===== config.mk =====
export PLATFORM = sky130hd
export DESIGN_NAME = zbt_ctrl
export DESIGN_NICKNAME = d
export VERILOG_FILES = /design/src/rtl/zbt_pkg.sv /design/src/rtl/zbt_issue.sv /design/src/rtl/zbt_dline.sv /design/src/rtl/zbt_rcap.sv /design/src/rtl/zbt_ctrl.sv
export SDC_FILE = /design/constraint.sdc
export NUM_CORES = 1
export LEC_CHECK = 0
export CAP_MARGIN = 25
export CORE_UTILIZATION = 45
export DETAILED_ROUTE_END_ITERATION = 7
export GPL_TIMING_DRIVEN = 0
export PLACE_DENSITY = 0.78
export REMOVE_ABC_BUFFERS = 1
export SYNTH_ARGS = -nofsm -noshare
export SYNTH_HDL_FRONTEND = slang
export SYNTH_SLANG_ARGS = --single-unit

===== constraint.sdc =====
create_clock -name clk_i -period 1.6 [get_ports clk_i]
set_clock_uncertainty 0.1 [all_clocks]
set_input_delay 0.32 -clock clk_i [delete_from_list [all_inputs] [get_ports clk_i]]
set_output_delay 0.32 -clock clk_i [all_outputs]
set_load 0.01 [all_outputs]

===== src/rtl/zbt_pkg.sv =====
package zbt_pkg;
  typedef enum logic [1:0] {
    OP_NONE = 2'd0,
    OP_WR   = 2'd1,
    OP_RD   = 2'd2,
    OP_ADV  = 2'd3
  } op_e;

  // cycles from command on the pins to its data-bus slot
  function automatic int unsigned bus_lat(input bit pipelined);
    return pipelined ? 2 : 1;
  endfunction
endpackage


===== src/rtl/zbt_issue.sv =====
module zbt_issue
  import zbt_pkg::*;
#(
  parameter int unsigned ADDR_W    = 18,
  parameter int unsigned DATA_W    = 36,
  parameter int unsigned BURST_LEN = 4
) (
  input  logic              clk_i,
  input  logic              rst_ni,
  input  logic              cmd_valid_i,
  input  logic              cmd_we_i,
  input  logic              cmd_burst_i,
  input  logic [ADDR_W-1:0] cmd_addr_i,
  input  logic [DATA_W-1:0] cmd_wdata_i,
  output logic              cmd_ready_o,
  output op_e               op_o,
  output logic [ADDR_W-1:0] addr_o,
  output logic [DATA_W-1:0] wdata_o
);
  localparam int unsigned CNT_W = (BURST_LEN > 1) ? $clog2(BURST_LEN) : 1;

  logic [CNT_W-1:0]  left_q;
  op_e               op_q;
  logic [ADDR_W-1:0] addr_q;
  logic [DATA_W-1:0] wdata_q;

  assign cmd_ready_o = (left_q == '0);

  always_ff @(posedge clk_i or negedge rst_ni) begin
    if (!rst_ni) begin
      left_q  <= '0;
      op_q    <= OP_NONE;
      addr_q  <= '0;
      wdata_q <= '0;
    end else if (left_q != '0) begin
      op_q   <= OP_ADV;
      left_q <= left_q - 1'b1;
    end else if (cmd_valid_i) begin
      op_q    <= cmd_we_i ? OP_WR : OP_RD;
      addr_q  <= cmd_addr_i;
      wdata_q <= cmd_wdata_i;
      if (cmd_burst_i && !cmd_we_i) left_q <= CNT_W'(BURST_LEN - 1);
    end else begin
      op_q <= OP_NONE;
    end
  end

  assign op_o    = op_q;
  assign addr_o  = addr_q;
  assign wdata_o = wdata_q;

  generate
    if (BURST_LEN > 1) begin : g_burst_chk
      p_burst_stall_r6: assert property (@(posedge clk_i) disable iff (!rst_ni)
        (cmd_valid_i && cmd_ready_o && cmd_burst_i && !cmd_we_i) |=> !cmd_ready_o);
      p_stall_adv_r6: assert property (@(posedge clk_i) disable iff (!rst_ni)
        !cmd_ready_o |=> (op_o == OP_ADV));
    end
  endgenerate

  p_wr_burst_ignored_r8: assert property (@(posedge clk_i) disable iff (!rst_ni)
    (cmd_valid_i && cmd_ready_o && cmd_we_i) |=> cmd_ready_o);
endmodule


===== src/rtl/zbt_dline.sv =====
module zbt_dline #(
  parameter int unsigned W     = 8,
  parameter int unsigned DEPTH = 2
) (
  input  logic         clk_i,
  input  logic         rst_ni,
  input  logic [W-1:0] d_i,
  output logic [W-1:0] q_o
);
  logic [W-1:0] stg_q [DEPTH];

  always_ff @(posedge clk_i or negedge rst_ni) begin
    if (!rst_ni) begin
      for (int i = 0; i < DEPTH; i++) stg_q[i] <= '0;
    end else begin
      stg_q[0] <= d_i;
      for (int i = 1; i < DEPTH; i++) stg_q[i] <= stg_q[i-1];
    end
  end

  assign q_o = stg_q[DEPTH-1];
endmodule


===== src/rtl/zbt_rcap.sv =====
module zbt_rcap #(
  parameter int unsigned DATA_W = 36
) (
  input  logic              clk_i,
  input  logic              rst_ni,
  input  logic              rd_slot_i,
  input  logic [DATA_W-1:0] dq_i,
  output logic              rd_valid_o,
  output logic [DATA_W-1:0] rd_data_o
);
  logic              vld_q;
  logic [DATA_W-1:0] dat_q;

  always_ff @(posedge clk_i or negedge rst_ni) begin
    if (!rst_ni) begin
      vld_q <= 1'b0;
      dat_q <= '0;
    end else begin
      vld_q <= rd_slot_i;
      if (rd_slot_i) dat_q <= dq_i;
    end
  end

  assign rd_valid_o = vld_q;
  assign rd_data_o  = dat_q;

  p_valid_from_slot_r5: assert property (@(posedge clk_i) disable iff (!rst_ni)
    rd_valid_o |-> $past(rd_slot_i));
endmodule


===== src/rtl/zbt_ctrl.sv =====
module zbt_ctrl
  import zbt_pkg::*;
#(
  parameter int unsigned ADDR_W    = 18,
  parameter int unsigned DATA_W    = 36,
  parameter int unsigned BURST_LEN = 4,
  parameter bit          PIPELINED = 1'b1
) (
  input  logic              clk_i,
  input  logic              rst_ni,
  input  logic              cmd_valid_i,
  output logic              cmd_ready_o,
  input  logic              cmd_we_i,
  input  logic              cmd_burst_i,
  input  logic [ADDR_W-1:0] cmd_addr_i,
  input  logic [DATA_W-1:0] cmd_wdata_i,
  output logic              rd_valid_o,
  output logic [DATA_W-1:0] rd_data_o,
  output logic              mem_cs_o,
  output logic              mem_we_no,
  output logic              mem_adv_o,
  output logic [ADDR_W-1:0] mem_addr_o,
  output logic [DATA_W-1:0] mem_dq_o,
  output logic              mem_dq_oe_o,
  input  logic [DATA_W-1:0] mem_dq_i
);
  localparam int unsigned LAT  = bus_lat(PIPELINED);
  localparam int unsigned DL_W = DATA_W + 2;

  op_e               iss_op;
  logic [ADDR_W-1:0] iss_addr;
  logic [DATA_W-1:0] iss_wdata;
  logic [DL_W-1:0]   bus_q;
  op_e               bus_op;
  logic [DATA_W-1:0] bus_wdata;
  logic              rd_slot;

  zbt_issue #(
    .ADDR_W(ADDR_W), .DATA_W(DATA_W), .BURST_LEN(BURST_LEN)
  ) u_issue (
    .clk_i       (clk_i),
    .rst_ni      (rst_ni),
    .cmd_valid_i (cmd_valid_i),
    .cmd_we_i    (cmd_we_i),
    .cmd_burst_i (cmd_burst_i),
    .cmd_addr_i  (cmd_addr_i),
    .cmd_wdata_i (cmd_wdata_i),
    .cmd_ready_o (cmd_ready_o),
    .op_o        (iss_op),
    .addr_o      (iss_addr),
    .wdata_o     (iss_wdata)
  );

  assign mem_cs_o   = (iss_op != OP_NONE);
  assign mem_we_no  = (iss_op != OP_WR);
  assign mem_adv_o  = (iss_op == OP_ADV);
  assign mem_addr_o = iss_addr;

  // op and write data travel to the bus slot together
  zbt_dline #(.W(DL_W), .DEPTH(LAT)) u_dline (
    .clk_i  (clk_i),
    .rst_ni (rst_ni),
    .d_i    ({iss_op, iss_wdata}),
    .q_o    (bus_q)
  );

  assign bus_op      = op_e'(bus_q[DATA_W +: 2]);
  assign bus_wdata   = bus_q[DATA_W-1:0];
  assign mem_dq_oe_o = (bus_op == OP_WR);
  assign mem_dq_o    = mem_dq_oe_o ? bus_wdata : '0;
  assign rd_slot     = (bus_op == OP_RD) || (bus_op == OP_ADV);

  zbt_rcap #(.DATA_W(DATA_W)) u_rcap (
    .clk_i      (clk_i),
    .rst_ni     (rst_ni),
    .rd_slot_i  (rd_slot),
    .dq_i       (mem_dq_i),
    .rd_valid_o (rd_valid_o),
    .rd_data_o  (rd_data_o)
  );

  p_accept_issues_r1: assert property (@(posedge clk_i) disable iff (!rst_ni)
    (cmd_valid_i && cmd_ready_o) |=>
      (mem_cs_o && !mem_adv_o && (mem_we_no == !$past(cmd_we_i))
       && (mem_addr_o == $past(cmd_addr_i))));

  p_idle_no_cmd_r1: assert property (@(posedge clk_i) disable iff (!rst_ni)
    (!cmd_valid_i && cmd_ready_o) |=> !mem_cs_o);

  p_wr_slot_r3: assert property (@(posedge clk_i) disable iff (!rst_ni)
    (mem_cs_o && !mem_we_no) |-> ##LAT (mem_dq_oe_o && !rd_slot));

  p_oe_only_wr_r3: assert property (@(posedge clk_i) disable iff (!rst_ni)
    mem_dq_oe_o |-> $past(mem_cs_o && !mem_we_no, LAT));

  p_rd_return_r5: assert property (@(posedge clk_i) disable iff (!rst_ni)
    (mem_cs_o && mem_we_no) |-> ##(LAT+1) rd_valid_o);
endmodule


* After elaboration in Yosys (flattened, before gate mapping) *
Index checks and enable logic that the tools add are counted.

storage, ports and cells
  output and inout bits = 96
  memories kept = 0
  memory bits (read-only) = 0
  input port bits = 95
  memory bits (writable) = 0
  word-level logic and storage cells = 32
  bits in latches = 0
  flip-flop bits (word level) = 171

cells by class
  bitwise logic cells = 1
  $mul = 0
  div/mod/pow operators = 0
  magnitude comparators = 0
  add/subtract/negate cells = 1
  reduce and logical (&&, ||, !) cells = 10
  shift-type cells = 0
  eq/ne operators = 5
  multiplexer cells = 7

operators with widths
  operator                                                                count
  36-bit 2-to-1 mux                                                       1
  2-bit 2-to-1 mux                                                        6
  2-bit nonzero test                                                      4
  2-bit equality test (second input constant)                             3
  2-bit AND reduction                                                     2
  2-bit by 1-bit equality test with 1-bit output (second input constant)  1
  2-bit logical NOT                                                       1
  2-bit by 1-bit != test with 1-bit output (second input constant)        1
  2-bit by 1-bit subtractor with 2-bit output (second input constant)     1
  1-bit logical AND                                                       1
  1-bit logical NOT                                                       1
  1-bit logical OR                                                        1
  1-bit NOT                                                               1

* Longest topological paths before layout *
  depth in word-level cells = 5
  gate-level depth with buffers = 5
  gate-level depth less buffers = 5

* By module *
A second synthesis with hierarchy kept.

unflattened totals
  cells, all modules = 371
  area, all modules = 6361.1 sq um

by module, submodules not included
  module     sequential area each (sq um)  cells an instance  times used  area each (sq um)
  zbt_issue  1451.4                        132                1           2244.7
  zbt_dline  1901.8                        114                1           2187.1
  zbt_rcap   925.9                         77                 1           1515.2
  zbt_ctrl   0.0                           48                 1           414.1

* Worst setup path before layout *
No wires, ideal clock.

  kind = register to register
  start point = register u_issue.left_q[0]
  end point = register u_issue.addr_q[11], in the netlist u_issue.addr_o[11]
  setup slack = 94 ps
  clock period less this slack = 1506 ps
  arrival time = 1281 ps
  setup time = 125 ps
  stages on the path, launching flop included = 6
  path buffers = 1
  data required time = 1375 ps
  cell sequence = dfrtp_1 -> inv_1 -> ha_1 -> nand2_4 -> clkbuf_8 -> mux2_2

on the way
  word-level cells in the longest chain between the ends = 3

ends and longest elaborated chain
  element                        line             text
  from (decl)                    zbt_issue.sv:22  logic [CNT_W-1:0] left_q;
  from (signal assigned)         zbt_issue.sv:37  left_q <= left_q - 1'b1;
  from (signal assigned)         zbt_issue.sv:42  if (cmd_burst_i && !cmd_we_i) left_q <= CNT_W'(BURST_LEN - 1);
  2-bit nonzero test             zbt_issue.sv:35  end else if (left_q != '0) begin
  1-bit NOT (no line)            n/a
  2-bit AND reduction (no line)  n/a
  to (signal assigned)           zbt_issue.sv:40  addr_q <= cmd_addr_i;
  to (decl)                      zbt_issue.sv:24  logic [ADDR_W-1:0] addr_q;

No other way between the ends.
A chain may end at the register's enable or synchronous reset.

* Worst setup path after layout *
  start point = register u_dline.stg_q (netlist bit u_dline.q_o[37])
  end point = output mem_dq_o[26]

on the way
  word-level cells in the longest chain between the ends = 2

ends and longest elaborated chain
  element                                         line             text
  from (decl)                                     zbt_dline.sv:10  logic [W-1:0] stg_q [DEPTH];
  2-bit by 1-bit equality test with 1-bit output  zbt_ctrl.sv:69   assign mem_dq_oe_o = (bus_op == OP_WR);
  36-bit 2-to-1 mux                               zbt_ctrl.sv:70   assign mem_dq_o = mem_dq_oe_o ? bus_wdata : '0;
  to (decl)                                       zbt_ctrl.sv:23   output logic [DATA_W-1:0] mem_dq_o,

No other way between the ends.

==> reports/metrics.cfg <==
[status]
status = complete, but fails checks
violations = negative setup slack

[clocking]
clock_path_buffers = 2
clk_pin_slew_worst_paths_ps = 60
clock_latency_ps = 420
cts_buffers = 17
cts_tree = built
cts_root_buffer = clkbuf_16
htreeDepth = 4
clock-sinks = 171

[die]
row_count = 41
core_area_um2 = 12600
die_h_um = 115
die_width_um = 115
die-area_um2 = 13300
ioPinCount = 191
start_util = 0.460

[finish]
syn_to_final_growth_pct = 50.4
fin_nets = 640
multiInputGateArea_um2 = 1520
utilization = 0.691
nFillCells = 882
drive_gt1_frac = 0.373
layout.area.seq_um2 = 4280
diodes = 0

[synth]
synth-main-ff-cell = dfrtp_1
ys_ff_latch = 171
synth_warnings = 0
synth.area.top_cells = dfrtp_1 (74%), mux2_2 (17%), and2_1 (4.0%)
ys_types = 19
ys_async_sr_fraction = 1.00
synth_top_area_frac = 0.741
synth_edf_count = 0
synth_top_cell_by_area = dfrtp_1
syn_avg_cell_area_um2 = 17.5
yosysSeqAreaShare = 0.741
syn_inst = 330
syn-cell-area_um2 = 5780

[pwr]
p_leak_uw = 0.00395
finalPower_uw = 16600
peakVddDrop_mv = 1.12
power_per_cell_area_nw_per_um2 = 1910

[timing]
max_freq_mhz = 493
grt_setup_unrepaired = true
hold_slack_ps = 242
min_period_over_period = 1.27
setup_viol = 40
final.setup.worst_slack_ps = -427
drv_slew = 0
slew_headroom = 0.421
min_period_ps = 2030
worstMarginPinSlew_ps = 868
hold_viol_final = 0

[setup_path]
path_class = reg -> out
start_kind = register
path_delay_family = flip-flops
path_buf_inv = 3
critPathMaxStageDelay_ps = 490
worstPathRequired_ps = 1180
r2r_slack_ps = 30
r2r-start = u_issue.left_q[0]$_DFFE_PN0P_
crit_fanout = 7
critPathLaunch = u_dline.q_o[37]$_DFF_PN0_
worstSetupEndpointType = output port
cp.arrival_ps = 1610
path_cells = nor2b_4 -> buf_12 -> buf_8 -> and2_4 -> buf_6
critPathSlowestCell = dfrtp_4

[route]
wl_met1_um = 4970
ant_nets = 0
wl_per_cell_um = 17.1
top_layer = met4
via_per_inst = 4.68
drc = 0
wl_met3_um = 1140
routed_wl_um = 12400
first_pass_iters = 4
dr.first_iter.drc_count = 75
dr_wl_met2_um = 5980
vias = 3403

[grt]
grt_use_total = 0.197
antenna_found_initial = 0
grt_pass1_wl_um = 18700
grt_max_degree = 98
grt_overflow = 0
grt_pass1_vias = 3620

[placed_design]
hpwl_um = 7530
portBuffers = 190
gp_congestion = 0.724

[hold_path]
hold_class = reg -> reg
min_from = u_dline.stg_q[68]$_DFF_PN0_

[flow_run]
max_cap_violations = 0

## cells in the mapped netlist (all sizes together), types with 2 or more instances
cell    count
inv         3
nand2       3
dfrtp     171
and2       37
nand2b      2
buf         5
mux2       90
ha          2
clkbuf      9
o21ai       3
nor2b       2
## where the power goes
| group | internal [µW] | leakage [µW] | switching [µW] |
|---|---|---|---|
| combinational | 2850 | 0.00162 | 2020 |
| sequential | 6330 | 0.00200 | 783 |
| clock | 3000 | 0.000326 | 1600 |
## what timing repair did
| item | 4_1_cts | 5_1_grt |
|---|---|---|
| buffers inserted | 10 | 2 |
| hold endpoints to repair | 74 | 0 |
| pin swaps | 19 | 2 |
| endpoints found under the setup margin | 150 | 65 |
| gates cloned | 4 | 1 |
| hold buffers | 1 | 0 |
| resized for setup | 280 | 13 |
## registers in the layout (all words and copies together) (netlist names)
register	cells
u_dline.stg_q	38
u_rcap.rd_data_o	36
u_issue.op_o	2
u_issue.left_q	2
u_rcap.rd_valid_o	1
u_issue.wdata_o	36
u_issue.addr_o	18
u_dline.q_o	38
## stage by stage
stage          cell area, µm²  setup slack, ps  instances  TNS (ps)
2_1_floorplan            5660             -960        316    -41790
3_3_place_gp             7780            -6340        678  -1211420
3_5_place_dp             7850            -1080        681    -62850
4_1_cts                  8660             -499        727    -15730
5_1_grt                  8690             -499        727    -16840
6_report                 8690             -427        727    -13520
## final timing paths
kind                            cells past startpoint                               to
worst max-delay path                                5                     mem_dq_o[26]
worst min-delay path                                0        u_dline.q_o[30]$_DFF_PN0_
worst max register to register                      4  u_issue.wdata_o[34]$_DFFE_PN0P_
worst min register to register                      0        u_dline.q_o[30]$_DFF_PN0_
max in group asynchronous                           3        u_dline.q_o[11]$_DFF_PN0_
min in group asynchronous                           2    u_issue.addr_o[0]$_DFFE_PN0P_
## area by class of cell
class                           instances  share of cell area
Multi-Input combinational cell        145               0.175
Sequential cell                       171               0.493
Inverter                                3             0.00130
Timing Repair Buffer                  205               0.229
Clock inverter                         11              0.0248
Tap cell                              172              0.0248
Clock buffer                           20              0.0525
## kinds of logic after synthesis
group | share of synthesized area
compound gates | 0.00411
fa+ha+maj | 0.00433
buf+inv | 0.0223
flops | 0.741
mux | 0.180
simple gates | 0.0487
## per-layer routing
metal | global-route usage | up-vias
met5 | 0 | -
met4 | 0.0987 | 0
met3 | 0.0796 | 22
met2 | 0.329 | 170
met1 | 0.217 | 1680
li1 | - | 1531
## cell usage in the layout, fill, tap and decap left out, types with 2 or more instances in the layout
master / n
clkbuf_16: 17
buf_8: 2
ha_4: 2
o21ai_0: 3
buf_16: 3
clkinv_2: 2
buf_4: 4
nand2_1: 2
bufinv_16: 6
clkdlybuf4s50_1: 92
mux2_4: 4
and2_1: 18
nand2_8: 4
mux2_2: 86
nand2b_1: 2
dfrtp_1: 170
inv_2: 2
buf_6: 28
dlygate4sd2_1: 56
and2_4: 19
clkbuf_8: 2
buf_2: 18
No activity file was read; power rests on OpenSTA's default activity.
